**src/rtl/spi_frame_pkg.sv**
```systemverilog
package spi_frame_pkg;
  localparam int ADDR_W = 2;
  localparam int OP_W   = 5;
  localparam logic [4:0] CHECK_FIXED = 5'b10101;
  localparam logic [7:0] FILL_BYTE   = 8'hFF;

  typedef enum logic [1:0] {OP_IDENT, OP_REV, OP_DIAG, OP_NONE} op_e;

  function automatic op_e decode_op(input logic [OP_W-1:0] code);
    case (code)
      5'b00000: decode_op = OP_IDENT;
      5'b00001: decode_op = OP_REV;
      5'b00100: decode_op = OP_DIAG;
      default:  decode_op = OP_NONE;
    endcase
  endfunction
endpackage

```
**src/rtl/spi_in_sync.sv**
```systemverilog
module spi_in_sync #(
  parameter int STAGES = 2
) (
  input  logic clk_i,
  input  logic rst_ni,
  input  logic sck_i,
  input  logic ss_ni,
  input  logic si_i,
  output logic sck_rise_o,
  output logic sck_fall_o,
  output logic ss_o,
  output logic ss_rise_o,
  output logic si_o
);
  // packed as {sck, ss, si}; ss resets inactive (high)
  localparam logic [2:0] RST_V = 3'b010;

  logic [STAGES-1:0][2:0] stg_q;
  logic [2:0] last, prev_q;

  always_ff @(posedge clk_i or negedge rst_ni) begin
    if (!rst_ni) begin
      stg_q  <= {STAGES{RST_V}};
      prev_q <= RST_V;
    end else begin
      stg_q[0] <= {sck_i, ss_ni, si_i};
      for (int i = 1; i < STAGES; i++) stg_q[i] <= stg_q[i-1];
      prev_q <= stg_q[STAGES-1];
    end
  end

  assign last       = stg_q[STAGES-1];
  assign sck_rise_o = last[2] & ~prev_q[2];
  assign sck_fall_o = ~last[2] & prev_q[2];
  assign ss_o       = last[1];
  assign ss_rise_o  = last[1] & ~prev_q[1];
  assign si_o       = last[0];
endmodule

```
**src/rtl/spi_frame_ctrl.sv**
```systemverilog
module spi_frame_ctrl
  import spi_frame_pkg::*;
#(
  parameter int FRAME_BITS = 16,
  parameter logic [ADDR_W-1:0] CHIP_ADDR = '0,
  parameter logic [7:0] ID_VALUE  = 8'hA1,
  parameter logic [7:0] REV_VALUE = 8'h00,
  localparam int CNT_W = $clog2(FRAME_BITS + 2)
) (
  input  logic             clk_i,
  input  logic             rst_ni,
  input  logic             sck_fall_i,
  input  logic             ss_i,
  input  logic             ss_rise_i,
  input  logic             si_i,
  input  logic [7:0]       diag_i,
  output logic [CNT_W-1:0] fall_cnt_o,
  output logic             addr_ok_o,
  output logic [7:0]       data_o,
  output logic             err_flag_o,
  output logic             done_o
);
  localparam int BYTE_W = FRAME_BITS / 2;
  localparam logic [CNT_W-1:0] CNT_SAT    = CNT_W'(FRAME_BITS + 1);
  localparam logic [CNT_W-1:0] CNT_FULL   = CNT_W'(FRAME_BITS);
  localparam logic [CNT_W-1:0] CNT_ADDR   = CNT_W'(ADDR_W);
  localparam logic [CNT_W-1:0] ADDR_LAST  = CNT_W'(ADDR_W - 1);
  localparam logic [CNT_W-1:0] INSTR_LAST = CNT_W'(BYTE_W - 1);

  logic [CNT_W-1:0]  cnt_q;
  logic [BYTE_W-1:0] instr_q, instr_nx;
  logic              addr_ok_q, err_q, done_q, frame_ok, skip;
  logic [7:0]        data_q, data_nx;
  op_e               op_q, op_nx;

  assign instr_nx = {instr_q[BYTE_W-2:0], si_i};
  assign op_nx    = decode_op(instr_nx[OP_W:1]);

  always_comb begin
    case (op_nx)
      OP_IDENT: data_nx = ID_VALUE;
      OP_REV:   data_nx = REV_VALUE;
      OP_DIAG:  data_nx = diag_i;
      default:  data_nx = FILL_BYTE;
    endcase
  end

  always_ff @(posedge clk_i or negedge rst_ni) begin
    if (!rst_ni) begin
      cnt_q     <= '0;
      instr_q   <= '0;
      addr_ok_q <= 1'b0;
      op_q      <= OP_NONE;
      data_q    <= FILL_BYTE;
    end else if (ss_i) begin
      cnt_q <= '0;
    end else if (sck_fall_i) begin
      if (cnt_q != CNT_SAT) cnt_q <= cnt_q + 1'b1;
      if (cnt_q < CNT_W'(BYTE_W)) instr_q <= instr_nx;
      if (cnt_q == ADDR_LAST) addr_ok_q <= (instr_nx[ADDR_W-1:0] == CHIP_ADDR);
      if (cnt_q == INSTR_LAST) begin
        op_q   <= op_nx;
        data_q <= data_nx;
      end
    end
  end

  // a frame is foreign only once its address is known
  assign skip     = (cnt_q >= CNT_ADDR) && !addr_ok_q;
  assign frame_ok = (cnt_q == CNT_FULL) && (op_q != OP_NONE);

  always_ff @(posedge clk_i or negedge rst_ni) begin
    if (!rst_ni) begin
      err_q  <= 1'b0;
      done_q <= 1'b0;
    end else begin
      done_q <= 1'b0;
      if (ss_rise_i && !skip) begin
        err_q  <= !frame_ok;
        done_q <= frame_ok && (op_q == OP_DIAG);
      end
    end
  end

  assign fall_cnt_o = cnt_q;
  assign addr_ok_o  = addr_ok_q;
  assign data_o     = data_q;
  assign err_flag_o = err_q;
  assign done_o     = done_q;
endmodule

```
**src/rtl/spi_tx_path.sv**
```systemverilog
module spi_tx_path
  import spi_frame_pkg::*;
#(
  parameter int FRAME_BITS = 16,
  localparam int CNT_W = $clog2(FRAME_BITS + 2)
) (
  input  logic             clk_i,
  input  logic             rst_ni,
  input  logic             sck_rise_i,
  input  logic             ss_i,
  input  logic [CNT_W-1:0] fall_cnt_i,
  input  logic             addr_ok_i,
  input  logic             err_flag_i,
  input  logic [7:0]       data_i,
  output logic             so_o,
  output logic             so_oe_o
);
  localparam int IDX_W = $clog2(FRAME_BITS);
  localparam logic [CNT_W-1:0] CNT_FULL = CNT_W'(FRAME_BITS);
  localparam logic [CNT_W-1:0] CNT_ADDR = CNT_W'(ADDR_W);

  logic [FRAME_BITS-1:0] reply;
  logic [IDX_W-1:0]      pos;
  logic                  so_q, oe_q;

  assign reply = {{ADDR_W{1'b0}}, CHECK_FIXED, err_flag_i, data_i};
  assign pos   = IDX_W'(FRAME_BITS - 1) - fall_cnt_i[IDX_W-1:0];

  always_ff @(posedge clk_i or negedge rst_ni) begin
    if (!rst_ni) begin
      so_q <= 1'b0;
      oe_q <= 1'b0;
    end else begin
      if (sck_rise_i && !ss_i) so_q <= (fall_cnt_i < CNT_FULL) ? reply[pos] : 1'b1;
      if (ss_i) oe_q <= 1'b0;
      else if (sck_rise_i && fall_cnt_i >= CNT_ADDR && addr_ok_i) oe_q <= 1'b1;
    end
  end

  assign so_o    = so_q;
  assign so_oe_o = oe_q;
endmodule

```
**src/rtl/spi_frame_slave.sv**
```systemverilog
module spi_frame_slave
  import spi_frame_pkg::*;
#(
  parameter int FRAME_BITS  = 16,
  parameter int SYNC_STAGES = 2,
  parameter logic [ADDR_W-1:0] CHIP_ADDR = '0,
  parameter logic [7:0] ID_VALUE  = 8'hA1,
  parameter logic [7:0] REV_VALUE = 8'h00
) (
  input  logic       clk_i,
  input  logic       rst_ni,
  input  logic       sck_i,
  input  logic       ss_ni,
  input  logic       si_i,
  input  logic [7:0] diag_i,
  output logic       so_o,
  output logic       so_oe_o,
  output logic       diag_read_done_o
);
  localparam int CNT_W = $clog2(FRAME_BITS + 2);

  logic             sck_rise, sck_fall, ss_s, ss_rise, si_s;
  logic [CNT_W-1:0] fall_cnt;
  logic             addr_ok, err_flag;
  logic [7:0]       data_byte;

  spi_in_sync #(.STAGES(SYNC_STAGES)) u_sync (
    .clk_i, .rst_ni, .sck_i, .ss_ni, .si_i,
    .sck_rise_o(sck_rise), .sck_fall_o(sck_fall),
    .ss_o(ss_s), .ss_rise_o(ss_rise), .si_o(si_s)
  );

  spi_frame_ctrl #(
    .FRAME_BITS(FRAME_BITS), .CHIP_ADDR(CHIP_ADDR),
    .ID_VALUE(ID_VALUE), .REV_VALUE(REV_VALUE)
  ) u_ctrl (
    .clk_i, .rst_ni,
    .sck_fall_i(sck_fall), .ss_i(ss_s), .ss_rise_i(ss_rise), .si_i(si_s),
    .diag_i,
    .fall_cnt_o(fall_cnt), .addr_ok_o(addr_ok), .data_o(data_byte),
    .err_flag_o(err_flag), .done_o(diag_read_done_o)
  );

  spi_tx_path #(.FRAME_BITS(FRAME_BITS)) u_tx (
    .clk_i, .rst_ni,
    .sck_rise_i(sck_rise), .ss_i(ss_s), .fall_cnt_i(fall_cnt),
    .addr_ok_i(addr_ok), .err_flag_i(err_flag), .data_i(data_byte),
    .so_o, .so_oe_o
  );
endmodule

```
**config.mk**
```make
export PLATFORM = sky130hd
export DESIGN_NAME = spi_frame_slave
export DESIGN_NICKNAME = d
export VERILOG_FILES = /design/src/rtl/spi_frame_pkg.sv /design/src/rtl/spi_in_sync.sv /design/src/rtl/spi_frame_ctrl.sv /design/src/rtl/spi_tx_path.sv /design/src/rtl/spi_frame_slave.sv
export SDC_FILE = /design/constraint.sdc
export NUM_CORES = 1
export LEC_CHECK = 0
export ABC_CLOCK_PERIOD_IN_PS = 3250
export BUFFER_PORTS_ARGS = -buffer_cell sky130_fd_sc_hd__buf_4
export CAP_MARGIN = 20
export CORE_ASPECT_RATIO = 1.4
export CORE_MARGIN = 4
export CORE_UTILIZATION = 54
export DETAILED_ROUTE_END_ITERATION = 8
export GPL_TIMING_DRIVEN = 0
export PLACE_DENSITY = 0.78
export SYNTH_ARGS = -nofsm -noshare
export SYNTH_HDL_FRONTEND = slang
export SYNTH_SLANG_ARGS = --single-unit
```
**constraint.sdc**
```tcl
create_clock -name clk_i -period 3.25 [get_ports clk_i]
set_input_delay 0.1625 -clock clk_i [delete_from_list [all_inputs] [get_ports clk_i]]
set_output_delay 0.1625 -clock clk_i [all_outputs]
set_load 0.005 [all_outputs]
```
==> results of run 1 <==
state kept, by name (all words and copies together), names as in the netlist:
signal	flops
u_ctrl.addr_ok_o	1
u_ctrl.done_o	1
u_ctrl.data_o	8
u_tx.so_o	1
u_ctrl.err_flag_o	1
u_ctrl.op_q	2
u_sync.prev_q	2
u_ctrl.instr_q	5
u_tx.so_oe_o	1
u_sync.last	3
u_sync.stg_q	3
u_ctrl.fall_cnt_o	5
cell type report:
cell class / instances / area, um2
Fill cell: 225 / 893.4
Clock inverter: 2 / 10.01
Inverter: 5 / 18.77
Multi-Input combinational cell: 89 / 598.1
Timing Repair Buffer: 19 / 152.6
Clock buffer: 6 / 41.29
Sequential cell: 33 / 842.1
Buffer: 7 / 41.29
Tap cell: 36 / 45.04
routing by layer:
layer	vias up	global-route usage, %
met4	0	10.51
met3	10	5.330
met5	-	0
met1	548	20.45
met2	28	27.21
li1	525	-
worst max-delay path by stage:
stage	startpoint	end	slack, ps	cells past startpoint
3_3_place_gp	u_ctrl.fall_cnt_o[1]$_DFFE_PN0P_	u_ctrl.err_flag_o$_DFFE_PN0P_	1540	5
4_1_cts	u_ctrl.fall_cnt_o[1]$_DFFE_PN0P_	u_ctrl.err_flag_o$_DFFE_PN0P_	1510	5
6_report	u_ctrl.fall_cnt_o[1]$_DFFE_PN0P_	u_ctrl.err_flag_o$_DFFE_PN0P_	1520	5
5_1_grt	u_ctrl.fall_cnt_o[1]$_DFFE_PN0P_	u_ctrl.err_flag_o$_DFFE_PN0P_	1480	5
2_1_floorplan	u_ctrl.fall_cnt_o[1]$_DFFE_PN0P_	u_ctrl.err_flag_o$_DFFE_PN0P_	1630	5
3_5_place_dp	u_ctrl.fall_cnt_o[1]$_DFFE_PN0P_	u_ctrl.err_flag_o$_DFFE_PN0P_	1520	5
cell families (layout without fill, tap and decap cells):
logic type | Yosys count | in the layout | share of synthesized area [%]
compound gates | 27 | 27 | 11.51
xor+xnor | 4 | 4 | 2.336
fa+ha+maj | 3 | 3 | 2.502
buf+inv | 12 | 39 | 4.003
flops | 33 | 33 | 56.13
mux | 8 | 8 | 6.838
simple gates | 47 | 47 | 16.68
synth_stat cells, drive strengths merged:
cell,number
dfstp,13
a211oi,1
nand3,1
nor3,3
or4,1
and2,1
a31oi,13
xor2,2
nor2b,3
ha,3
mux4,1
nand4,3
nand3b,2
xnor2,2
and4,1
o2111ai,1
mux2i,2
nand2b,2
o21bai,3
o21ai,7
dfrtp,20
nor4b,1
inv,5
a311oi,2
clkbuf,1
buf,6
nor2,23
nand2,6
mux2,5
critical path, cell delays in order, from the launching register on:
cell	delay, ps
dfrtp_1	410
buf_2	200
or4_4	510
nand2b_2	100
nand3b_4	100
mux2_4	300
what timing repair did:
| item | 4_1_cts | 5_1_grt |
|---|---|---|
| hold endpoints to repair | 23 | 0 |
| hold buffers | 4 | 0 |
| resized for setup | 0 | 0 |
metrics by stage:
step	std cells	power (W)	instance area [um2]	utilization, %	worst slack [ps]
after global routing	197	0.0008632	1749	66.19	1484
after detailed placement	185	0.0006017	1658	62.74	1525
final	197	0.0008161	1749	66.19	1520
after floorplan	134	0.0005533	1500	-	1626
after CTS	197	0.0008286	1749	66.19	1512
after global placement	185	0.0005952	1658	62.74	1544
report_power, final:
group / leakage, nW / total (W) / internal, W / switching (W)
clock network: 0.0320 / 0.000219 / 0.0000823 / 0.000136
logic: 0.317 / 0.000125 / 0.0000569 / 0.0000677
registers: 0.389 / 0.000473 / 0.000444 / 0.0000293
total: 0.738 / 0.000816 / 0.000583 / 0.000233
==> reports/metrics.csv, run 1 <==
metric,value,unit
Die H,70.37,um
CTS Buffer Depth,2,
hold endpoint,u_ctrl.data_o[5]$_DFFE_PN1P_,
wl on met1,1121,um
leakage,0.7382,nW
"commonest non-fill, non-tap cell in the layout",nor2_1,
CTS H-tree depth,2,
Cell Pwr Density,466.5,mW/mm2
IO Pins,16,
"FF+latch count, synth",33,
Crit Path Category,reg2reg,
hold depth,3,
vias per inst,5.640,
Initial Util,56.77,%
outcome,finished clean,
RSZ-0062 raised after global routing,false,
CTS tree,done,
Post-Synthesis Cells,134,
Final Cycle Share,53.23,%
distinct cell type count after synthesis,35,
fmax,578.0,MHz
final hold violation count,0,
ranking of synthesized cells by area,"dfrtp_1 33%, dfstp_2 23%, nor2_1 5.8%, a31oi_1 5.4%, mux2_2 3.0%",
Min-Delay Startpoint,diag_i[5],
clk root buf,clkbuf_4,
Yosys top cell area share,33.36,%
cell count of the worst reg-to-reg path,5,
DR iter-0 viols,51,
Peak VDD IR,413.6,uV
worst skew pair latency,340,ps
met3 WL post-DR,136,um
Synth area leader,dfrtp_1,
reg-to-reg startpoint,u_ctrl.fall_cnt_o[1]$_DFFE_PN0P_,
final setup vio count,0,
Num CTS Buffers,5,
CP Capture Type,register,
Routed Antenna Nets,0,
Area Growth Syn to Fin,16.60,%
grt total ovfl,0,
Wirelength per Cell,13.68,um
clock sink total,33,
hold_ws,135.1,ps
RePlAce Congestion,0.8615,
Max Clock Skew,9.994,ps
clk slew on worst S/H paths,90,ps
syn avg cell area,11.20,um2
Post-route DRC,0,
core area,0.002643,mm2
DP HPWL,1883,um
TNS Setup,0,ps
Tmin final,1730,ps
metal2 WL,1340,um
largest net degree at the start of global routing,34,
postcts setup bufs,0,
Hold Crit Class,in2reg,
die area,0.003697,mm2
"commonest non-fill, non-tap cells in the layout","23 x nor2_1, 20 x dfrtp_1, 16 x buf_4",
Critical Path Fanout Max,9,
vias in the first global route,1115,
Setup crit start kind,register,
Worst Tran Pin Value,1017,ps
crit path DAT,1950,ps
initial antenna violation count,0,
number of max-cap violations,0,
Worst Path Required,3470,ps
"Net count, final",176,
sequential share of the synthesized area,56.13,%
total track usage,17.46,%
YS warnings,0,
share of cells above drive strength 1,31.06,%
IO buf count,15,
first-pass GRT wire length,4754,um
Die X-Extent,52.55,um
Antenna Cells,0,
cell area after synthesis,0.001500,mm2
Total Wirelength,2694,um
reg-to-reg endpoint,u_ctrl.err_flag_o$_DFFE_PN0P_,
highest routing layer actually used,met4,
Rel. slew slack,31.68,%
Max Transition Viols Final,0,
vias,1111,
std cell rows,22,
Worst R2R Setup Slack,1520,ps
drt first pass iters,4,
Mapped Nets,150,
No activity file was read; power rests on OpenSTA's default activity.
==> inputs of run 2 (changes only) <==
--- a/config.mk
+++ b/config.mk
@@ -5,7 +5,8 @@
 export SDC_FILE = /design/constraint.sdc
 export NUM_CORES = 1
 export LEC_CHECK = 0
-export ABC_CLOCK_PERIOD_IN_PS = 3250
+export ABC_AREA = 1
+export ABC_CLOCK_PERIOD_IN_PS = 1800
 export BUFFER_PORTS_ARGS = -buffer_cell sky130_fd_sc_hd__buf_4
 export CAP_MARGIN = 20
 export CORE_ASPECT_RATIO = 1.4
==> constraint.sdc (replaced) <==
create_clock -name clk_i -period 1.8 [get_ports clk_i]
set_input_delay 0.09 -clock clk_i [delete_from_list [all_inputs] [get_ports clk_i]]
set_output_delay 0.09 -clock clk_i [all_outputs]
set_load 0.005 [all_outputs]
==> run 2 against run 1 <==
  * Final cell count up 36%
  * Synthesized area increased by 9.7%
  * Cell area increased by 12%
  * Global-route usage is 2.6 points higher
  * Worst hold slack got worse by 46 ps
  * Critical path type unchanged
  * Power grew 130%
  * First-iteration DRC count is 47% lower
  * Core utilization up 1.4 points
  * Die area rose by 8.4%
  * Register-to-register slack worse by 1200 ps
  * Sequential share of layout area decreased by 5.3 points
  * Clock power grew to 3.3 times the previous value
==> reports/metrics.csv, run 2 <==
metric,value,unit,change
RePlAce Congestion,0.8226,,was 0.8615
Synth area leader,dfrtp_1,,unchanged
leakage,0.9487,nW,was 0.7382 nW
total track usage,20.08,%,was 17.46%
sequential share of the synthesized area,51.18,%,was 56.13%
Mapped Nets,219,,was 150
Antenna Cells,0,,unchanged
vias per inst,4.906,,was 5.640
CTS resizes,0,,unchanged
std cell rows,23,,was 22
ranking of synthesized cells by area,"dfrtp_1 30%, dfstp_2 21%, nand2_1 15%, inv_1 5.7%, nand3_1 4.3%",,"was dfrtp_1 33%, dfstp_2 23%, nor2_1 5.8%, a31oi_1 5.4%, mux2_2 3.0%"
Die H,73.31,um,was 70.37 um
Num CTS Buffers,5,,unchanged
worst-path cell chain,inv_1 > ha_1 > nand3_2 > a21oi_2 > inv_2 > nand2_1 > o21ai_1,,was buf_2 > or4_4 > nand2b_2 > nand3b_4 > mux2_4
Critical-path top delay cell,dfrtp_1,,was or4_4
final setup vio count,0,,unchanged
Worst Tran Pin Value,402.7,ps,was 1017 ps
Die X-Extent,54.65,um,was 52.55 um
cell area after synthesis,0.001645,mm2,was 0.001500 mm2
IO buf count,15,,unchanged
outcome,finished clean,,unchanged
Max Clock Skew,10.13,ps,was 9.994 ps
Initial Util,56.61,%,was 56.77%
prevailing post-synth register cell,dfrtp_1,,unchanged
Critical Path Fanout Max,8,,was 9
worst skew pair latency,290,ps,was 340 ps
Cell Pwr Density,950.7,mW/mm2,was 466.5 mW/mm2
TNS Setup,0,ps,unchanged
"FF+latch count, synth",33,,unchanged
number of max-cap violations,0,,unchanged
Max Transition Viols Final,0,,unchanged
IO Pins,16,,unchanged
core area,0.002907,mm2,was 0.002643 mm2
Crit Path Category,reg2reg,,unchanged
Post-Synthesis Cells,203,,was 134
Tmin final,1472,ps,was 1730 ps
"commonest non-fill, non-tap cell in the layout",nand2_1,,was nor2_1
Routed Antenna Nets,0,,unchanged
"EDFF count, synth",0,,unchanged
DP HPWL,2278,um,was 1883 um
Wirelength per Cell,11.57,um,was 13.68 um
Area Growth Syn to Fin,19.39,%,was 16.60%
initial antenna violation count,0,,unchanged
largest net degree at the start of global routing,34,,unchanged
clock sink total,33,,unchanged
vias,1310,,was 1111
RSZ-0062 raised after global routing,false,,unchanged
"Net count, final",245,,was 176
CP Capture Type,register,,unchanged
vias in the first global route,1315,,was 1115
CP Buf/Inv Count,2,,was 1
Peak VDD IR,780.9,uV,was 413.6 uV
first-pass GRT wire length,5699,um,was 4754 um
"count leader, synth",nand2_1,,was nor2_1
Setup crit start kind,register,,unchanged
Final Cycle Share,81.78,%,was 53.23%
Hold Crit Class,in2reg,,unchanged
syn avg cell area,8.105,um2,was 11.20 um2
Crit path max-delay family,flip-flops,,was simple AND/OR/NAND/NOR gates
Largest register FFs,8,,unchanged
Rel. slew slack,73.15,%,was 31.68%
distinct cell type count after synthesis,25,,was 35
fmax,679.3,MHz,was 578.0 MHz
most frequent cells after synthesis,"67 x nand2_1, 25 x inv_1, 20 x dfrtp_1, 14 x nand3_1, 14 x nor2_1",,"was 23 x nor2_1, 20 x dfrtp_1, 13 x a31oi_1, 13 x dfstp_2, 7 x o21ai_0"
CTS tree,done,,unchanged
Max stage delay on crit path,470,ps,was 510 ps
clk root buf,clkbuf_8,,was clkbuf_4
share of cells above drive strength 1,23.48,%,was 31.06%
fin cells,267,,was 197
"commonest non-fill, non-tap cells in the layout","67 x nand2_1, 25 x inv_1, 20 x dfrtp_1",,"was 23 x nor2_1, 20 x dfrtp_1, 16 x buf_4"
Total Wirelength,3089,um,was 2694 um
final hold violation count,0,,unchanged
DR iter-0 viols,27,,was 51
CTS H-tree depth,2,,unchanged
CTS Buffer Depth,2,,unchanged
die area,0.004006,mm2,was 0.003697 mm2
Worst Path Required,1970,ps,was 3470 ps
Yosys top cell area share,30.42,%,was 33.36%
crit path DAT,1640,ps,was 1950 ps
YS warnings,0,,unchanged
grt total ovfl,0,,unchanged
ys async rst share,100.0,%,unchanged
clk slew on worst S/H paths,70,ps,was 90 ps
Post-route DRC,0,,unchanged
Inst Count DP,255,,was 185
drt first pass iters,6,,was 4
## run 2: worst register-to-register path: cells and delay by family (launching register included)
kind                       cells  cell delay, ps
DFF                            1             470
buffers and inverters          2             270
adders and majority gates      1             230
AOI/OAI and AO/OA              2             230
and+or+nand+nor                2             170
## run 2: through the flow
| step | setup slack [ps] | area (um2) | total power (W) | hold slack [ps] | utilization, % |
|---|---|---|---|---|---|
| after floorplan | 538.1 | 1645 | 0.001057 | -205.6 | - |
| after global placement | 397.8 | 1804 | 0.001144 | 47.98 | 62.07 |
| after detailed placement | 367.7 | 1804 | 0.001151 | 52.37 | 62.07 |
| after CTS | 352.4 | 1964 | 0.001889 | 77.77 | 67.59 |
| after global routing | 171.6 | 1964 | 0.001970 | 115.3 | 67.59 |
| final | 328.0 | 1964 | 0.001868 | 89.12 | 67.59 |
## run 2: path summary, 6_finish.rpt
path                                                  startpoint                               end  slack, ps  cells after the start
min in group asynchronous                                 rst_ni      u_ctrl.addr_ok_o$_DFFE_PN0P_        270                      2
worst max register to register  u_ctrl.fall_cnt_o[1]$_DFFE_PN0P_  u_ctrl.fall_cnt_o[1]$_DFFE_PN0P_        330                      7
worst min-delay path                                   diag_i[3]      u_ctrl.data_o[3]$_DFFE_PN1P_         90                      5
worst max-delay path            u_ctrl.fall_cnt_o[1]$_DFFE_PN0P_  u_ctrl.fall_cnt_o[1]$_DFFE_PN0P_        330                      7
max in group asynchronous                                 rst_ni      u_ctrl.data_o[1]$_DFFE_PN1P_       1190                      2
worst min register to register         u_sync.stg_q[2]$_DFF_PN0_          u_sync.last[2]$_DFF_PN0_        350                      0
## run 2: area by class of cell
type	count	area, um2
clock buffer	6	82.58
fill	260	942.2
clock inverter	2	37.54
tap	37	46.29
multi-input combinational	139	678.2
timing repair buffer	19	152.6
buffer	2	16.27
sequential	33	842.1
inverter	29	108.9
## run 2: timing repair
action	in CTS	in global routing
hold buffers	4	0
buffers inserted	0	0
endpoints found under the hold margin	23	0
## run 2: cells by family after synthesis
kind of cell             synth area share (%)
AO/OA/AOI/OAI                           6.235
XOR/XNOR                               0.5324
adder cells (fa/ha/maj)                 2.282
AND/OR/NAND/NOR                         32.17
buffers and inverters                   7.604
flip-flops                              51.18
## run 2: power breakdown
part | total [W] | switching [W] | internal (W)
Sequential | 0.000846 | 0.0000482 | 0.000798
Combinational | 0.000299 | 0.000184 | 0.000115
Clock | 0.000722 | 0.000272 | 0.000450
## run 2: per-layer routing
layer	share of wire (%)	wire (um)	global-route usage, %	vias up
li1	-	-	-	691
met2	51	1567	32.37	23
met4	3.2	100	12.19	0
met5	0	0	0	-
met1	42	1301	23.49	588
met3	3.9	119	4.462	8
